<file path="src/rtl/pgwalk_pkg.sv">
package pgwalk_pkg;

    typedef enum logic [1:0] {
        ACC_LOAD  = 2'b00,
        ACC_STORE = 2'b01,
        ACC_FETCH = 2'b10,
        ACC_RSVD  = 2'b11
    } acc_e;

    typedef enum logic [1:0] {
        RGT_RO   = 2'b00,
        RGT_RW   = 2'b01,
        RGT_EX   = 2'b10,
        RGT_RSVD = 2'b11
    } rights_e;

    typedef enum logic [1:0] {
        FLT_NONE = 2'b00,
        FLT_PAGE = 2'b01,
        FLT_PROT = 2'b10
    } fault_e;

    typedef enum logic [1:0] {
        ST_IDLE  = 2'b00,
        ST_READ  = 2'b01,
        ST_CHECK = 2'b10,
        ST_RESP  = 2'b11
    } walk_st_e;

    // Entry field positions, decoded by the permission unit.
    localparam int PTE_VALID_BIT  = 0;
    localparam int PTE_RIGHTS_LSB = 1;
    localparam int PTE_PPN_LSB    = 3;

endpackage

</file>
<file path="src/rtl/pgwalk_base_reg.sv">
module pgwalk_base_reg #(
    parameter int AW = 12
) (
    input  logic          clk,
    input  logic          rst_n,
    input  logic          wr_en,
    input  logic [AW-1:0] wr_data,
    input  logic          busy,
    output logic [AW-1:0] base_o
);

    logic [AW-1:0] base_d, base_q;

    always_comb begin
        base_d = base_q;
        if (wr_en && !busy) begin
            base_d = wr_data;
        end
    end

    always_ff @(posedge clk) begin
        if (!rst_n) begin
            base_q <= '0;
        end else begin
            base_q <= base_d;
        end
    end

    assign base_o = base_q;


    base_hold_chk: assert property (@(posedge clk) disable iff (!rst_n)
        busy |=> $stable(base_q));

endmodule

</file>
<file path="src/rtl/pgwalk_perm.sv">
module pgwalk_perm
    import pgwalk_pkg::*;
(
    input  logic       pte_valid,
    input  logic [1:0] rights,
    input  logic [1:0] access,
    output logic [1:0] fault_o
);

    logic allowed;

    always_comb begin
        allowed = 1'b0;
        unique case (rights)
            RGT_RO:  allowed = (access == ACC_LOAD);
            RGT_RW:  allowed = (access == ACC_LOAD) || (access == ACC_STORE);
            RGT_EX:  allowed = (access == ACC_LOAD) || (access == ACC_FETCH);
            default: allowed = 1'b0;
        endcase
    end

    always_comb begin
        if (!pte_valid) begin
            fault_o = FLT_PAGE;
        end else if (allowed) begin
            fault_o = FLT_NONE;
        end else begin
            fault_o = FLT_PROT;
        end
    end

endmodule

</file>
<file path="src/rtl/pgwalk_top.sv">
module pgwalk_top
    import pgwalk_pkg::*;
#(
    parameter int VA_W   = 16,
    parameter int PA_W   = 14,
    parameter int OFF_W  = 10,
    parameter int MEM_AW = 12,
    localparam int VPN_W = VA_W - OFF_W,
    localparam int PPN_W = PA_W - OFF_W,
    localparam int PTE_W = PPN_W + 3
) (
    input  logic              clk,
    input  logic              rst_n,
    input  logic              req_valid,
    output logic              req_ready,
    input  logic [VA_W-1:0]   req_vaddr,
    input  logic [1:0]        req_access,
    output logic              rsp_valid,
    output logic [PA_W-1:0]   rsp_paddr,
    output logic [1:0]        rsp_fault,
    output logic              mem_rd_en,
    output logic [MEM_AW-1:0] mem_rd_addr,
    input  logic [PTE_W-1:0]  mem_rd_data,
    input  logic              base_wr_en,
    input  logic [MEM_AW-1:0] base_wr_data
);

    typedef struct packed {
        walk_st_e        st;
        logic [VA_W-1:0] va;
        logic [1:0]      acc;
        logic            rsp_v;
        logic [PA_W-1:0] paddr;
        logic [1:0]      fault;
    } walk_s;

    walk_s walk_d, walk_q;

    logic [MEM_AW-1:0] base;
    logic [1:0]        chk_fault;
    logic [PPN_W-1:0]  pte_ppn;
    logic              busy;

    assign busy    = (walk_q.st != ST_IDLE);
    assign pte_ppn = mem_rd_data[PTE_PPN_LSB +: PPN_W];

    pgwalk_base_reg #(.AW(MEM_AW)) base_i (
        .clk     (clk),
        .rst_n   (rst_n),
        .wr_en   (base_wr_en),
        .wr_data (base_wr_data),
        .busy    (busy),
        .base_o  (base)
    );

    pgwalk_perm perm_i (
        .pte_valid (mem_rd_data[PTE_VALID_BIT]),
        .rights    (mem_rd_data[PTE_RIGHTS_LSB +: 2]),
        .access    (walk_q.acc),
        .fault_o   (chk_fault)
    );

    always_comb begin
        walk_d       = walk_q;
        walk_d.rsp_v = 1'b0;
        unique case (walk_q.st)
            ST_IDLE: begin
                if (req_valid) begin
                    walk_d.va  = req_vaddr;
                    walk_d.acc = req_access;
                    walk_d.st  = ST_READ;
                end
            end
            ST_READ: begin
                walk_d.st = ST_CHECK;
            end
            ST_CHECK: begin
                walk_d.fault = chk_fault;
                walk_d.paddr = (chk_fault == FLT_NONE)
                             ? {pte_ppn, walk_q.va[OFF_W-1:0]} : '0;
                walk_d.rsp_v = 1'b1;
                walk_d.st    = ST_RESP;
            end
            default: begin
                walk_d.st = ST_IDLE;
            end
        endcase
    end

    always_ff @(posedge clk) begin
        if (!rst_n) begin
            walk_q <= '{st: ST_IDLE, va: '0, acc: '0, rsp_v: 1'b0,
                        paddr: '0, fault: '0};
        end else begin
            walk_q <= walk_d;
        end
    end

    assign req_ready   = !busy;
    assign mem_rd_en   = (walk_q.st == ST_READ);
    assign mem_rd_addr = base + MEM_AW'(walk_q.va[VA_W-1:OFF_W]);
    assign rsp_valid   = walk_q.rsp_v;
    assign rsp_paddr   = walk_q.paddr;
    assign rsp_fault   = walk_q.fault;


    ready_low_chk: assert property (@(posedge clk) disable iff (!rst_n)
        rsp_valid |-> !req_ready);


    rd_after_accept_chk: assert property (@(posedge clk) disable iff (!rst_n)
        (req_valid && req_ready) |=> mem_rd_en);


    rd_single_chk: assert property (@(posedge clk) disable iff (!rst_n)
        mem_rd_en |=> !mem_rd_en);


    rsp_latency_chk: assert property (@(posedge clk) disable iff (!rst_n)
        mem_rd_en |=> ##1 rsp_valid);


    rsp_pulse_chk: assert property (@(posedge clk) disable iff (!rst_n)
        rsp_valid |=> !rsp_valid);


    offset_pass_chk: assert property (@(posedge clk) disable iff (!rst_n)
        (rsp_valid && rsp_fault == FLT_NONE)
            |-> rsp_paddr[OFF_W-1:0] == walk_q.va[OFF_W-1:0]);


    fault_zero_chk: assert property (@(posedge clk) disable iff (!rst_n)
        (rsp_valid && rsp_fault != FLT_NONE) |-> rsp_paddr == '0);

endmodule

</file>
<file path="config.mk">
export PLATFORM = sky130hd
export DESIGN_NAME = pgwalk_top
export DESIGN_NICKNAME = d
export VERILOG_FILES = /design/src/rtl/pgwalk_pkg.sv /design/src/rtl/pgwalk_base_reg.sv /design/src/rtl/pgwalk_perm.sv /design/src/rtl/pgwalk_top.sv
export SDC_FILE = /design/constraint.sdc
export NUM_CORES = 1
export LEC_CHECK = 0
export ABC_AREA = 0
export BUFFER_PORTS_ARGS = -buffer_cell sky130_fd_sc_hd__buf_2
export CAP_MARGIN = 20
export CORE_ASPECT_RATIO = 0.8
export CORE_MARGIN = 10
export CORE_UTILIZATION = 30
export DETAILED_ROUTE_END_ITERATION = 10
export GPL_ROUTABILITY_DRIVEN = 1
export GPL_TIMING_DRIVEN = 0
export PLACE_DENSITY = 0.6
export SYNTH_ARGS = -nofsm -noshare
export SYNTH_HDL_FRONTEND = slang
export SYNTH_SLANG_ARGS = --single-unit
</file>
<file path="constraint.sdc">
create_clock -name clk -period 2 [get_ports clk]
set_clock_uncertainty 0.05 [all_clocks]
set_input_delay 0.2 -clock clk [delete_from_list [all_inputs] [get_ports clk]]
set_output_delay 0.2 -clock clk [all_outputs]
set_load 0.03 [all_outputs]
</file>
* Word-level counts from Yosys, hierarchy flattened
Index checks and enable logic that the tools add are counted.
Storage, ports and cells: register bits 49, input port bits 41, output and inout bits 31, logic and storage cells 32
Operators by class: add/sub/neg operators 1, eq/ne operators 7, muxes and demuxes 7, reduce and logical (&&, ||, !) cells 10
Operators with widths (count):
- $mux W20 | 1
- $mux W17 | 1
- $mux W14 | 1
- $add A12 B6 Y12 | 1
- $logic_not A2 Y1 | 4
- $eq A2 B1 Y1 const B | 3
- $eq A2 B2 Y1 const B | 3
- $pmux W2 S3 | 1
- $mux W2 | 2
- $pmux W1 S3 | 1
- $logic_or A1 B1 Y1 | 2
- $ne A2 B2 Y1 const B | 1
- $reduce_and A2 Y1 | 1
- $reduce_bool A2 Y1 | 1
- $logic_and A1 B1 Y1 | 1
- $logic_not A1 Y1 | 1

* Longest topological paths before layout
depth after elaboration 8, gate-level depth with buffers 7, depth with buffers taken out 6

* By module
A second synthesis with hierarchy kept.
Second synthesis, totals: cell total of the unflattened synthesis 288, area, all modules 2528.7 µm²
By module, submodules not included:
- pgwalk_top | times used 1, cells an instance 223, area each 1943.1 µm², seq. area each 740.7 µm²
- pgwalk_base_reg | times used 1, cells an instance 52, area each 498.0 µm², seq. area each 240.2 µm²
- pgwalk_perm | times used 1, cells an instance 13, area each 87.6 µm², seq. area each 0.0 µm²

* Worst setup path before layout
No wires, ideal clock.
path kind reg-to-output, start point register walk_q[29] in the netlist's numbering, end point output port mem_rd_addr[8], data arrival time 2470 ps, setup slack -720 ps, cell stages (with the launch flop) 6, buffers on the path 0, cells stage by stage dfxtp_1 -> ha_1 -> fa_1 -> a211oi_1 -> o21bai_1 -> o311ai_0
On the way: word-level cells in the longest chain between the ends 1
RTL lines:
- from (decl) | line pgwalk_top.sv:37 | walk_s walk_d, walk_q;
- from (signal assigned) | line pgwalk_top.sv:92 | walk_q <= '{st: ST_IDLE, va: '0, acc: '0, rsp_v: 1'b0,
- from (signal assigned) | line pgwalk_top.sv:95 | walk_q <= walk_d;
- $add A12 B6 Y12 | line pgwalk_top.sv:101 | assign mem_rd_addr = base + MEM_AW'(walk_q.va[VA_W-1:OFF_W]);
- to (decl) | line pgwalk_top.sv:22 | output logic [MEM_AW-1:0] mem_rd_addr,
Every way passes these cells.

* Final worst setup path
start point register base_i.base_q[0] (netlist: base_i.base_o[0]), end point output port mem_rd_addr[10]
On the way: word-level cells in the longest chain between the ends 1
RTL lines:
- from (decl) | line pgwalk_base_reg.sv:12 | logic [AW-1:0] base_d, base_q;
- from (signal assigned) | line pgwalk_base_reg.sv:25 | base_q <= base_d;
- $add A12 B6 Y12 | line pgwalk_top.sv:101
Every way passes these cells.

==> impl_metrics.py <==
metrics = {
    "clock_tree": {
        "cts_max_level": 2,
        "cts.root.buffer_cell": "clkbuf_8",
        "cts_max_path_buffers": 2,
        "clkTransAtPathRegs_ns": 0.10,
        "cts_tree": "done",
        "cts_made_buffers": 5,
        "clock_latency_ns": 0.30,
        "clkSinkCount": 49,
        "hold_buffers": 0,
    },
    "routing": {
        "wl_met3_um": 397,
        "top_layer_used": "met4",
        "first_pass_iters": 4,
        "ant_nets": 0,
        "drtIter0Drc": 70,
        "viasPerCell": 4.49,
        "totalWireLength_um": 6360,
        "drcViolationCount": 0,
        "dr_wl_met2_um": 2810,
        "vias": 2053,
        "drt-wirelength-per-cell_um": 13.9,
        "wl_met1_um": 3130,
    },
    "global_routing": {
        "antenna_found_initial": 0,
        "grt_pass1_vias": 2124,
        "grt_pass1_wl_um": 10400,
        "grt.overflow.total": 0,
        "grtUsageTotal_pct": 10.3,
        "grt_max_degree": 17,
    },
    "final_layout": {
        "fin_util_pct": 43.1,
        "final-seq-area_um2": 996,
        "nets": 405,
        "drive_gt1_share_pct": 41.5,
        "syn2layout_area_growth_pct": 36.8,
        "multiInputGateArea_um2": 1390,
        "antennaDiodeCount": 0,
        "nFillCells": 778,
        "layoutNonFillerInstCount": 457,
    },
    "power_and_ir_drop": {
        "p_int_mw": 1.97,
        "switching_share_pct": 41.0,
        "irDropWorstVdd_v": 0.000836,
        "seqPwrFrac_pct": 38.4,
        "p_leak_nw": 1.44,
        "power_density_nw_per_um2": 1020,
        "finalPower_mw": 3.34,
        "power_frac_comb_pct": 43.7,
        "clockPowerShare_pct": 17.9,
        "power.switching_mw": 1.37,
    },
    "setup_path": {
        "end_kind": "output port",
        "required_ns": 1.75,
        "r2r_end": "rsp_paddr[4]",
        "critPathKind": "flop to output port",
        "reg2reg_depth": 5,
        "ff2ff_setup_slack_ns": 0.20,
        "regToRegStartpoint": "walk_q[35]",
        "cp-start-kind": "flop",
        "critPathMaxFanout": 5,
        "cp.arrival_ns": 2.07,
    },
    "floorplan": {
        "dieArea_um2": 11900,
        "io_pins": 72,
        "die_height_um": 99.7,
        "start_util_pct": 31.5,
        "core_region_area_um2": 7570,
        "die_w_um": 120,
        "rows": 28,
    },
    "synthesis": {
        "yosysSeqAreaShare_pct": 41.1,
        "async_reset_ff_share_pct": 0,
        "synth_top_cell_area_share_pct": 41.1,
        "synth-edff-count": 0,
        "ys_warn_count": 0,
        "synthFlopType": "dfxtp_1",
        "syn_area_per_cell_um2": 8.90,
        "synth_cell_types": 40,
        "synthTopCellsByArea": "dfxtp_1 (41%), nand2_1 (11%), a21boi_0 (9.4%)",
        "yosys.area.top_type": "dfxtp_1",
        "synth_area_um2": 2380,
        "syn_inst": 268,
        "synth_nets": 322,
        "synth-seq-cells": 49,
    },
    "placement": {
        "portBuffers": 71,
        "dp.cells": 444,
        "dp_hpwl_um": 4720,
        "finalWeightedCongestion": 0.768,
    },
    "sta": {
        "whs_ns": 0.0641,
        "fmaxAchievable_mhz": 432,
        "fin_crit_sh_pct": 116,
        "rsz0062_at_grt": "yes",
        "drv_slew": 0,
        "period_minus_slack_ns": 2.32,
        "hold_viol_final": 0,
        "setup_viol": 8,
        "fin_ws_ns": -0.316,
        "relSlewSlack_pct": 55.2,
        "tightestPinTransition_ns": 0.671,
    },
    "run_status": {
        "status": "finished, violations left",
        "violations": "negative setup slack",
    },
    "min_path": {
        "hold_end": "rsp_paddr[13]",
        "holdCritStartpoint": "mem_rd_data[6]",
        "min_path_cells": 2,
        "hp-class": "input port to flop",
    },
    "job": {
        "max_cap_violations": 0,
    },
}
-- worst max-delay path, stage by stage, from the launching register on --
cell	delay, ns
dfxtp_2	0.35
ha_4	0.17
fa_2	0.38
a211oi_4	0.26
o21bai_4	0.12
a221oi_2	0.27
nand2_2	0.08
buf_6	0.14
-- flip-flops by register name (all words and copies together) (netlist names) --
name / cells
rsp_paddr: 14
base_i.base_o: 12
rsp_fault: 2
rsp_valid: 1
walk_q: 20
-- Yosys cell counts (4+ instances only) --
| cell | n |
|---|---|
| and2_1 | 4 |
| nand2_1 | 70 |
| ha_1 | 12 |
| nor3b_1 | 4 |
| a21oi_1 | 6 |
| dfxtp_1 | 49 |
| buf_4 | 16 |
| a22o_2 | 4 |
| o21ai_0 | 4 |
| inv_1 | 7 |
| a22o_1 | 10 |
| xnor2_1 | 5 |
| a21boi_0 | 30 |
| clkbuf_1 | 10 |
-- per-layer routing --
layer	up-vias	GRT usage (%)
li1	1062	-
met1	938	14.0
met2	51	15.7
met3	2	3.50
met4	0	1.85
met5	-	0
-- logic make-up (layout without fill, tap and decap cells) --
| family | after synthesis | in the layout | synth area share, % |
|---|---|---|---|
| mux | 1 | 1 | 0.420 |
| flops | 49 | 49 | 41.1 |
| buf+inv | 36 | 120 | 8.60 |
| xor+xnor | 7 | 7 | 2.57 |
| fa+ha+maj | 13 | 13 | 7.14 |
| simple gates | 91 | 91 | 16.8 |
| compound gates | 71 | 71 | 23.3 |
-- power by group through the flow --
stage,Combinational [mW],Sequential [mW],Clock (mW)
finish,1.46,1.28,0.598
global route,1.61,1.31,0.672
CTS,1.44,1.28,0.630
detailed placement,1.32,1.27,0
global placement,1.30,1.26,0
floorplan,0.971,1.25,0
-- cell type report --
class                      instances  area share, %
multi-input combinational        183           42.4
timing repair buffer              79           14.2
inverter                           7          0.805
tap                              105           4.03
clock buffer                       5           2.11
buffer                            26           5.25
sequential                        49           30.5
clock inverter                     3          0.652
-- what timing repair did --
action | CTS | global route
gates resized for setup | 43 | 10
setup endpoints to repair | 8 | 16
buffers inserted | 6 | 2
pin swaps | 20 | 8
-- worst max-delay path by stage --
stage	startpoint	end	slack, ns	cells past startpoint
6_report	base_i.base_o[0]	mem_rd_addr[10]	-0.32	7
3_3_place_gp	walk_q[31]	mem_rd_addr[11]	-0.24	6
3_5_place_dp	walk_q[29]	mem_rd_addr[6]	-0.25	7
5_1_grt	base_i.base_o[0]	mem_rd_addr[10]	-0.45	7
2_1_floorplan	walk_q[30]	mem_rd_addr[7]	-0.10	4
4_1_cts	base_i.base_o[0]	mem_rd_addr[10]	-0.40	7
-- placed cells by master (no fill, tap or decap), types with 2 or more instances in the layout --
cell	count
clkbuf_8	5
a21oi_2	2
nand2_1	69
inv_1	7
xor2_1	2
dfxtp_1	39
ha_4	6
nor3b_1	4
nand4_1	2
and2_1	4
clkbuf_1	6
nor2b_1	2
buf_4	27
nand2b_1	2
a21o_1	3
a211oi_4	3
buf_6	7
a21oi_1	4
o21ai_0	2
buf_2	63
a22o_1	10
a21boi_0	30
ha_1	6
xnor2_1	2
dfxtp_2	9
a22o_2	4
clkbuf_4	2
xnor2_2	3
-- metrics by stage --
stage	TNS, ns	instance area [um2]	worst slack, ns
2_1_floorplan	-0.166	2430	-0.102
3_3_place_gp	-1.09	2920	-0.241
3_5_place_dp	-1.17	2920	-0.245
4_1_cts	-1.50	3210	-0.403
5_1_grt	-2.34	3260	-0.446
6_report	-1.39	3260	-0.316
No activity file was read; power rests on OpenSTA's default activity.
